<file path="src/rtl/chg_timer_pkg.sv">
package chg_timer_pkg;
    typedef enum logic [1:0] {
        T_IDLE  = 2'd0,
        T_RUN   = 2'd1,
        T_PAUSE = 2'd2,
        T_FAULT = 2'd3
    } tmr_state_t;

    localparam logic [1:0] SEL_LIM0 = 2'b00;
    localparam logic [1:0] SEL_LIM1 = 2'b01;
    localparam logic [1:0] SEL_LIM2 = 2'b10;
    localparam logic [1:0] SEL_OFF  = 2'b11;

    function automatic int max3(input int a, input int b, input int c);
        int m;
        m = (a > b) ? a : b;
        return (m > c) ? m : c;
    endfunction
endpackage

</file>
<file path="src/rtl/chg_tick_gen.sv">
module chg_tick_gen #(
    parameter int DIV = 100_000_000
) (
    input  logic clk,
    input  logic rst_n,
    output logic tick
);
    generate
        if (DIV <= 1) begin : g_pass
            assign tick = 1'b1;
        end else begin : g_div
            localparam int CW = $clog2(DIV);
            logic [CW-1:0] cnt;
            always_ff @(posedge clk) begin
                if (!rst_n)                   cnt <= '0;
                else if (cnt == CW'(DIV - 1)) cnt <= '0;
                else                          cnt <= cnt + 1'b1;
            end
            assign tick = (cnt == CW'(DIV - 1));
        end
    endgenerate
endmodule

</file>
<file path="src/rtl/chg_fast_timer.sv">
module chg_fast_timer
    import chg_timer_pkg::*;
#(
    parameter int LIM0_S = 1620,
    parameter int LIM1_S = 10800,
    parameter int LIM2_S = 21600
) (
    input  logic       clk,
    input  logic       rst_n,
    input  logic       tick,
    input  logic       chg_fast,
    input  logic       chg_restart,
    input  logic       chg_disable,
    input  logic       slow,
    input  logic [1:0] lim_sel,
    output logic       tmr_fault
);
    localparam int MAXL = max3(LIM0_S, LIM1_S, LIM2_S);
    localparam int EW   = $clog2(MAXL + 1) + 1;

    tmr_state_t    st, nxt;
    logic [EW-1:0] elapsed;
    logic [EW-1:0] limit;
    logic          armed;
    logic          half_ph;
    logic          clr;

    assign clr = chg_restart | chg_disable;

    always_comb begin
        armed = 1'b1;
        unique case (lim_sel)
            SEL_LIM0: limit = EW'(LIM0_S);
            SEL_LIM1: limit = EW'(LIM1_S);
            SEL_LIM2: limit = EW'(LIM2_S);
            default: begin
                limit = '1;
                armed = 1'b0;
            end
        endcase
    end

    always_comb begin
        nxt = st;
        if (clr) begin
            nxt = T_IDLE;
        end else begin
            unique case (st)
                T_IDLE:  if (chg_fast) nxt = T_RUN;
                T_RUN: begin
                    if (!chg_fast)                         nxt = T_PAUSE;
                    else if (armed && (elapsed >= limit))  nxt = T_FAULT;
                end
                T_PAUSE: if (chg_fast) nxt = T_RUN;
                T_FAULT: nxt = T_FAULT;
            endcase
        end
    end

    always_ff @(posedge clk) begin
        if (!rst_n) st <= T_IDLE;
        else        st <= nxt;
    end

    always_ff @(posedge clk) begin
        if (!rst_n || clr) begin
            elapsed <= '0;
            half_ph <= 1'b0;
        end else if (st != T_RUN) begin
            half_ph <= 1'b0;
        end else if (tick) begin
            if (slow) begin
                half_ph <= ~half_ph;
                if (half_ph && (elapsed != '1)) elapsed <= elapsed + 1'b1;
            end else begin
                half_ph <= 1'b0;
                if (elapsed != '1) elapsed <= elapsed + 1'b1;
            end
        end
    end

    always_comb begin
        tmr_fault = (st == T_FAULT);
    end
endmodule

</file>
<file path="src/rtl/chg_host_wdog.sv">
module chg_host_wdog #(
    parameter int WDOG_S = 32
) (
    input  logic clk,
    input  logic rst_n,
    input  logic tick,
    input  logic wd_kick,
    output logic wd_expire
);
    localparam int WW = (WDOG_S > 1) ? $clog2(WDOG_S) : 1;
    logic [WW-1:0] cnt;

    always_ff @(posedge clk) begin
        if (!rst_n) begin
            cnt       <= '0;
            wd_expire <= 1'b0;
        end else if (wd_kick) begin
            cnt       <= '0;
            wd_expire <= 1'b0;
        end else if (tick) begin
            if (cnt == WW'(WDOG_S - 1)) begin
                cnt       <= '0;
                wd_expire <= 1'b1;
            end else begin
                cnt       <= cnt + 1'b1;
                wd_expire <= 1'b0;
            end
        end else begin
            wd_expire <= 1'b0;
        end
    end
endmodule

</file>
<file path="src/rtl/chg_safety_timer.sv">
module chg_safety_timer #(
    parameter int TICK_DIV = 100_000_000,
    parameter int LIM0_S   = 1620,
    parameter int LIM1_S   = 10800,
    parameter int LIM2_S   = 21600,
    parameter int WDOG_S   = 32
) (
    input  logic       clk,
    input  logic       rst_n,
    input  logic       chg_fast,
    input  logic       chg_restart,
    input  logic       chg_disable,
    input  logic       thermal_reg,
    input  logic       vin_high,
    input  logic       slow_en,
    input  logic [1:0] lim_sel,
    input  logic       wd_kick,
    output logic       tmr_fault,
    output logic       wd_expire
);
    logic tick;
    logic slow;

    assign slow = slow_en & (thermal_reg | vin_high);

    chg_tick_gen #(.DIV(TICK_DIV)) u_tick (
        .clk   (clk),
        .rst_n (rst_n),
        .tick  (tick)
    );

    chg_fast_timer #(
        .LIM0_S (LIM0_S),
        .LIM1_S (LIM1_S),
        .LIM2_S (LIM2_S)
    ) u_fast (
        .clk         (clk),
        .rst_n       (rst_n),
        .tick        (tick),
        .chg_fast    (chg_fast),
        .chg_restart (chg_restart),
        .chg_disable (chg_disable),
        .slow        (slow),
        .lim_sel     (lim_sel),
        .tmr_fault   (tmr_fault)
    );

    chg_host_wdog #(.WDOG_S(WDOG_S)) u_wdog (
        .clk       (clk),
        .rst_n     (rst_n),
        .tick      (tick),
        .wd_kick   (wd_kick),
        .wd_expire (wd_expire)
    );
endmodule

</file>
<file path="config.mk">
export PLATFORM = sky130hd
export DESIGN_NAME = chg_safety_timer
export DESIGN_NICKNAME = d
export VERILOG_FILES = /design/src/rtl/chg_timer_pkg.sv /design/src/rtl/chg_tick_gen.sv /design/src/rtl/chg_fast_timer.sv /design/src/rtl/chg_host_wdog.sv /design/src/rtl/chg_safety_timer.sv
export SDC_FILE = /design/constraint.sdc
export NUM_CORES = 1
export LEC_CHECK = 0
export ABC_AREA = 1
export ABC_CLOCK_PERIOD_IN_PS = 3600
export BUFFER_PORTS_ARGS = -buffer_cell sky130_fd_sc_hd__buf_2
export CAP_MARGIN = 20
export CORE_ASPECT_RATIO = 0.5
export CORE_MARGIN = 1
export CORE_UTILIZATION = 40
export CTS_CLUSTER_SIZE = 14
export DETAILED_ROUTE_END_ITERATION = 16
export MAX_ROUTING_LAYER = met4
export SYNTH_ARGS = -nofsm -noshare
export SYNTH_HDL_FRONTEND = slang
export SYNTH_HIERARCHICAL = 1
export SYNTH_SLANG_ARGS = --single-unit
</file>
<file path="constraint.sdc">
create_clock -name clk -period 3.6 [get_ports clk]
set_clock_uncertainty 0.15 [all_clocks]
set_input_delay 0.72 -clock clk [delete_from_list [all_inputs] [get_ports clk]]
set_output_delay 0.72 -clock clk [all_outputs]
set_load 0.005 [all_outputs]
</file>
# After elaboration in Yosys (flattened, before gate mapping)
# Cells that the tools add are included.
[op_classes] addsub=3 magnitude_cmp=1 n_eq_ne=12 mux=12 bitwise_logic=7 reduce_logical=16
[op_table] op="two-way mux 16 bit" n=3
[op_table] op="one-hot mux 16 bit (3 select lines)" n=1
[op_table] op="adder 27 x 1 -> 27 bit (second input constant)" n=1
[op_table] op="equality test 27 bit (second input constant)" n=1
[op_table] op="adder 16 x 1 -> 16 bit (second input constant)" n=1
[op_table] op=">= comparator 16 bit" n=1
[op_table] op="!= test 16 bit (second input constant)" n=1
[op_table] op="OR reduction 2 bit" n=5
[op_table] op="equality test 2 bit (second input constant)" n=3
[op_table] op="two-way mux 2 bit" n=3
[op_table] op="!= test 2 x 1 -> 1 bit (second input constant)" n=3
[op_table] op="one-hot mux 2 bit (3 select lines)" n=1
[op_table] op="OR reduction 3 bit" n=2
[op_table] op="adder 5 x 1 -> 5 bit (second input constant)" n=1
[op_table] op="equality test 5 bit (second input constant)" n=1
[op_table] op="two-way mux 5 bit" n=1
[op_table] op="equality test 2 x 1 -> 1 bit (second input constant)" n=2
[op_table] op="zero test 2 bit" n=2
[op_table] op="inverter 1 bit" n=4
[op_table] op="AND reduction 4 bit" n=1
[op_table] op="two-way mux 1 bit" n=3
[op_table] op="!= test 3 x 2 -> 1 bit (second input constant)" n=1
[op_table] op="logical AND 1 bit" n=2
[op_table] op="OR 1 bit" n=2
[op_table] op="5 further kinds" n=5
[totals] regBits=52 elab_cells=57

# Logic depth before layout (Yosys ltp)
# Gate-level depths: netlist (run 1).
[depth] depth_word=7 mapped_depth=14 mapped_depth_nobuf=13

# Hierarchy
# Netlist (run 1), hierarchy kept.
[modules_own_cells] module="chg_fast_timer" instances=1 cells_per_inst=227 area_each_um2=1478.9
[modules_own_cells] module="chg_tick_gen" instances=1 cells_per_inst=222 area_each_um2=1461.4
[modules_own_cells] module="chg_host_wdog" instances=1 cells_per_inst=34 area_each_um2=272.8
[modules_own_cells] module="chg_safety_timer" instances=1 cells_per_inst=3 area_each_um2=11.3

# Least setup slack after synthesis (run 1)
# No wires, ideal clock.
[synth_timing] path_kind="flip-flop to flip-flop" startpoint="register u_tick.g_div.cnt[0]" endpoint="register u_fast.elapsed[9]" setup_time_ps=113 arrival_ps=1932 t_required_ps=3337 setup_slack_ps=1406 stages_incl_launch_ff=14 path_buffers=1 period_less_slack_ps=2194 cell_sequence="dfxtp_1 -> ha_1 -> inv_1 -> nor2_4 -> nand3_1 -> nor2_1 -> o21ai_0 -> nor2_1 -> nand2_1 -> inv_2 -> buf_6 -> nand2_1 -> nor2_1 -> nor2_1"
[synth_between] elab_chain_cells=2
[synth_lines] item="from (decl)" line_no="chg_tick_gen.sv:13" rtl="logic [CW-1:0] cnt;"
[synth_lines] item="from (signal assigned)" line_no="chg_tick_gen.sv:17" rtl="else cnt <= cnt + 1'b1;"
[synth_lines] item="equality test 27 bit" line_no="chg_tick_gen.sv:19" rtl="assign tick = (cnt == CW'(DIV - 1));"
[synth_lines] item="via tick" line_no="chg_safety_timer.sv:21" rtl="logic tick;"
[synth_lines] item="AND reduction 4 bit (no source line)"
[synth_lines] item="to (signal assigned)" line_no="chg_fast_timer.sv:74" rtl="if (half_ph && (elapsed != '1)) elapsed <= elapsed + 1'b1;"
[synth_lines] item="to (signal assigned)" line_no="chg_fast_timer.sv:77" rtl="if (elapsed != '1) elapsed <= elapsed + 1'b1;"
[synth_lines] item="to (decl)" line_no="chg_fast_timer.sv:22" rtl="logic [EW-1:0] elapsed;"
# The timed path passes the listed nets, and every way through them passes these cells.
# A chain may end at the register's enable or synchronous reset.

# Final worst setup path (run 1)
# Same ends and word-level chain as after synthesis.

==> impl_metrics.json, run 1 <==
{
  "setup_viol": 0,
  "cts_tree": "built",
  "worstSetupEndpointType": "register",
  "status": "finished clean",
  "synthArstFlopShare": 0,
  "antenna_left": 0,
  "io-pin-count": 13,
  "grt_pass1_vias": 2425,
  "firstDrtPassIters": 4,
  "syn_inst": 486,
  "hold_path.class": "register to register",
  "num_rows": 22,
  "post_drt_via_cell_ratio": 4.598,
  "cp.required_ps": 3680,
  "crit_start": "u_tick/g_div.cnt[0]",
  "r2r_cells": 14,
  "die_h_um": 65.49,
  "pwr_density_cell_mw_per_mm2": 331.1,
  "drv_cap": 0,
  "wire_per_inst_um": 10.51,
  "final_common_cell": "nand2_1",
  "numCtsBuffers": 5,
  "grt_overflow": 0,
  "whs_ps": 303.5,
  "max_freq_mhz": 384.9,
  "regToRegStartpoint": "u_tick/g_div.cnt[0]",
  "period_needed_ps": 2598,
  "drive_above_1_share": 0.07984,
  "critPathSlowestCell": "dfxtp_1",
  "hpwl_um": 4917,
  "cp-endpoint": "u_fast/elapsed[9]",
  "synth.distinct_cells": 31,
  "cts_setup_buffers": 0,
  "slew_viol_final": 0,
  "slew_headroom": 0.7188,
  "coreArea_sq_mm": 0.007570,
  "ys.flop_type": "dfxtp_1",
  "ys_ff_latch": 52,
  "power_leakage_nw": 1.339,
  "htreeDepth": 2,
  "post-route-period-util": 0.7217,
  "numClockSinks": 52,
  "die-area_sq_mm": 0.008446,
  "syn_area_sq_mm": 0.003224,
  "wl_um": 6398,
  "insertion_delay_ps": 290,
  "area_growth_pct": 10.05,
  "antenna_found_initial": 0,
  "die_width_um": 129.0,
  "grt_pass1_wl_um": 11230,
  "crit_type": "register to register",
  "synth.avg_cell_area_sq_um": 6.634,
  "layout.nets": 535,
  "crit_chain": "ha_1, inv_1, nor2_4, nand3_1, nor2_1, buf_4, o21ai_0, nor2_1, nand2_1, inv_2, nand2_1, nand2_1, nand2_1, nor2_1",
  "vias": 2800,
  "ys_seq_area_frac": 0.3229,
  "root_buffer": "clkbuf_16",
  "critPathMaxStageDelay_ps": 350,
  "rr_endpoint": "u_fast/elapsed[9]",
  "layout_common_cells": "142 x nand2_1, 104 x nor2_1, 52 x dfxtp_1, 45 x inv_1, 28 x nand3_1",
  "hold_buffers": 0,
  "ff2ff_setup_slack_ps": 1000,
  "worstMarginPinSlew_ps": 420.8,
  "cpMostUsedCell": "nand2_1",
  "critPathLaunchType": "register",
  "cts.repair.resized": 0,
  "grt_max_degree": 26,
  "grt_util_all_layers": 0.1748,
  "fin_ws_ps": 1002,
  "port_buffers": 12,
  "mappedNetlistNets": 521,
  "dp_slack_ps": 986.7,
  "final_hold_viol_count": 0,
  "crit_fanout": 20,
  "peakVddDrop_uv": 158.7,
  "drt_iter0_drc": 215,
  "fin_setup_tns_ps": 0,
  "initial_utilization": 0.4260,
  "drc": 0,
  "synth-edff-count": 0,
  "clkTransAtPathRegs_ps": 70,
  "cts_buffer_depth": 2,
  "antenna_cells": 0,
  "gp_congestion": 0.8460,
  "rsz0062_at_grt": "false",
  "cp.arrival_ps": 2680,
  "synth_warnings": 6
}
report_power, final:
part | switching [W] | internal, W | total (W)
Sequential | 0.00000229 | 0.000578 | 0.000580
Combinational | 0.0000300 | 0.0000173 | 0.0000473
Clock | 0.000217 | 0.000330 | 0.000547
per-layer routing:
metal  routed length (um)  vias to the layer above  global-route usage
li1                     -                     1549                   -
met1                 3411                     1221              0.2334
met2                 2773                       23              0.2669
met3                  130                        7             0.02932
met4                   82                        0             0.06471
met5                    0                        -                   -
cell families after synthesis:
logic type               synth area share
AO/OA/AOI/OAI                     0.05472
XOR/XNOR                          0.05976
AND/OR/NAND/NOR                    0.4005
flip-flops                         0.3229
adder cells (fa/ha/maj)           0.09313
buffers and inverters             0.06907
per-stage QoR:
stage	power (W)	utilization	instances	area, sq um
after floorplan	0.0006277	-	486	3224
after global placement	0.0006421	0.4461	601	3377
after detailed placement	0.0006423	0.4461	601	3377
after CTS	0.001196	0.4688	609	3548
after global routing	0.001229	0.4688	609	3548
final	0.001175	0.4688	609	3548
worst max-delay path: cells and delay by family (launching register included):
kind	cells	cell delay [ps]
buffers and inverters	3	600
AND/OR/NAND/NOR	9	1100
AO/OA/AOI/OAI	1	110
flip-flops	1	350
adder cells (fa/ha/maj)	1	220
layout make-up:
| cell class | count | area (sq um) |
|---|---|---|
| inverters | 46 | 172.7 |
| fillers | 762 | 4021 |
| well taps | 108 | 135.1 |
| clock buffers | 5 | 125.1 |
| repair buffers | 13 | 67.56 |
| flip-flops and latches | 52 | 1041 |
| clock inverters | 3 | 46.29 |
| multi-input cells | 382 | 1961 |
sequential cells by signal, indices dropped and copies added (netlist names):
| register | cells |
|---|---|
| u_fast/elapsed | 16 |
| u_tick/g_div.cnt | 27 |
| u_wdog/cnt | 5 |
| u_fast/st | 2 |
| u_fast/half_ph | 1 |
| u_wdog/wd_expire | 1 |
cell usage after synthesis, types with 4 or more instances:
cell type / count / area share
nand3_1: 28 / 0.043
nor2_1: 104 / 0.12
o21ai_0: 6 / 0.0093
ha_1: 24 / 0.093
nand2_1: 142 / 0.17
nor3_1: 5 / 0.0078
dfxtp_1: 52 / 0.32
xor2_1: 11 / 0.030
inv_1: 45 / 0.052
a21oi_1: 21 / 0.033
xnor2_1: 11 / 0.030
nor2_4: 4 / 0.014
worst min path at each step:
stage	to	slack, ps	depth (start not counted)	from
6_report	u_tick/g_div.cnt[0]	300	1	u_tick/g_div.cnt[0]
5_1_grt	u_tick/g_div.cnt[0]	340	1	u_tick/g_div.cnt[0]
4_1_cts	u_tick/g_div.cnt[26]	310	2	u_tick/g_div.cnt[26]
3_5_place_dp	u_tick/g_div.cnt[0]	290	1	u_tick/g_div.cnt[0]
3_3_place_gp	u_tick/g_div.cnt[0]	280	1	u_tick/g_div.cnt[0]
2_1_floorplan	u_tick/g_div.cnt[0]	270	1	u_tick/g_div.cnt[0]
Note: power is estimated with default switching activity, not from simulation.
==> run 2, diff against run 1 <==
Settings changed: ABC_CLOCK_PERIOD_IN_PS 3600 to 2150.
Clock period 3.6 ns to 2.15 ns, I/O delays scaled along.
==> impl_metrics.json, run 2 (same netlist as run 1, synthesis figures left out) <==
{
  "hold_buffers": 0,
  "cp.buffers_inverters": 2,
  "num_rows": 22,
  "wire_per_inst_um": 10.60,
  "cts_tree": "built",
  "crit_chain": "ha_1, inv_1, nor2_4, nand3_1, nor2_2, o21ai_1, nor2_1, nand2_1, buf_4, o21ai_0, nand2_1, nor2_1",
  "vias": 2849,
  "grt_overflow": 0,
  "numClockSinks": 52,
  "hpwl_um": 5166,
  "grt_util_all_layers": 0.1898,
  "fin_setup_tns_ps": 0,
  "die_width_um": 129.0,
  "cts_buffer_depth": 2,
  "top_regs": "u_tick/g_div.cnt x27, u_fast/elapsed x16, u_wdog/cnt x5",
  "min_from": "chg_fast",
  "crit_fanout": 11,
  "antenna_cells": 0,
  "grt_max_degree": 26,
  "final_hold_viol_count": 0,
  "layout.nets": 551,
  "drc": 0,
  "critPathLaunchType": "register",
  "grt_pass1_wl_um": 12190,
  "antenna_found_initial": 0,
  "slew_viol_final": 0,
  "use_met2": 0.3122,
  "firstDrtPassIters": 4,
  "port_buffers": 12,
  "cts_setup_buffers": 0,
  "top_register": "u_tick/g_div.cnt",
  "io-pin-count": 13,
  "cp.arrival_ps": 2020,
  "post-route-period-util": 0.9009,
  "regToRegStartpoint": "u_tick/g_div.cnt[0]",
  "coreArea_sq_mm": 0.007570,
  "insertion_delay_ps": 300,
  "multiInputGateArea_sq_mm": 0.001971,
  "whs_ps": 224.4,
  "layout_common_cells": "142 x nand2_1, 102 x nor2_1, 51 x dfxtp_1, 45 x inv_1, 28 x nand3_1",
  "rsz0062_at_grt": "false",
  "htreeDepth": 2,
  "max_freq_mhz": 516.3,
  "grt_pass1_vias": 2745,
  "hold_path.class": "primary input to register",
  "worstSetupEndpointType": "register",
  "worstMarginPinSlew_ps": 325.4,
  "status": "finished clean",
  "crit_type": "register to register",
  "root_buffer": "clkbuf_16",
  "area_growth_pct": 13.47,
  "largest_reg_flops": 27,
  "die_h_um": 65.49,
  "use_met1": 0.2379,
  "critPathMaxStageDelay_ps": 340,
  "clkTransAtPathRegs_ps": 70,
  "busiest_layer": "met2",
  "critPathTopFamily": "simple AND/OR/NAND/NOR gates",
  "wl_um": 6622,
  "drv_cap": 0,
  "final_common_cell": "nand2_1",
  "setup_viol": 0,
  "die-area_sq_mm": 0.008446,
  "gp_congestion": 0.8317,
  "nFillCells": 803,
  "cts.repair.resized": 0,
  "drive_above_1_share": 0.1161,
  "critPathSlowestCell": "dfxtp_2",
  "power_leakage_nw": 1.416,
  "numCtsBuffers": 5,
  "period_needed_ps": 1937,
  "pwr_density_cell_mw_per_mm2": 509.6,
  "seqCellArea_sq_mm": 0.001042,
  "slew_headroom": 0.7814,
  "initial_utilization": 0.4260,
  "drt_iter0_drc": 120,
  "grtUsageMet3": 0.03420,
  "post_drt_via_cell_ratio": 4.558,
  "cp.required_ps": 2240,
  "crit_start": "u_tick/g_div.cnt[0]",
  "peakVddDrop_uv": 290.9,
  "antenna_left": 0
}
## run 2: worst paths after layout
check | end | slack [ps] | depth (start not counted)
worst max-delay path | u_fast/elapsed[3] | 210 | 12
worst min-delay path | u_fast/st[0] | 220 | 3
worst max register to register | u_fast/elapsed[3] | 210 | 12
worst min register to register | u_tick/g_div.cnt[0] | 270 | 1
## run 2: through the flow
step	instance area (sq um)	setup slack, ps	cells	utilization	total power [W]
after floorplan	3227	64.42	486	-	0.001051
after detailed placement	3500	32.67	617	0.4623	0.001077
after global routing	3659	4.939	625	0.4833	0.001936
after global placement	3500	35.37	617	0.4623	0.001077
after CTS	3647	80.04	625	0.4818	0.001896
final	3659	213.1	625	0.4833	0.001864
## run 2: area by class of cell
cell class / instances / share of cell area
inverter: 46 / 0.04788
sequential: 52 / 0.2849
clock inverter: 3 / 0.006156
clock buffer: 5 / 0.03420
timing repair buffer: 29 / 0.05130
tap: 108 / 0.03694
multi-input combinational: 382 / 0.5386
## run 2: worst register-to-register path, stage by stage (launching register included)
cell and delay [ps]:
dfxtp_2 340, ha_1 160, inv_1 60, nor2_4 100, nand3_1 110, nor2_2 150
o21ai_1 90, nor2_1 90, nand2_1 110, buf_4 200, o21ai_0 150, nand2_1 70
nor2_1 90
## run 2: metal layers
layer  share of wire  up-vias
met5               0        -
met4           0.013        0
met3           0.024        8
met2            0.43       25
met1            0.53     1236
li1                -     1580
## run 2: report_power, final
part | switching [W] | internal [W]
clock network | 0.000374 | 0.000436
registers | 0.00000375 | 0.000968
logic | 0.0000510 | 0.0000312
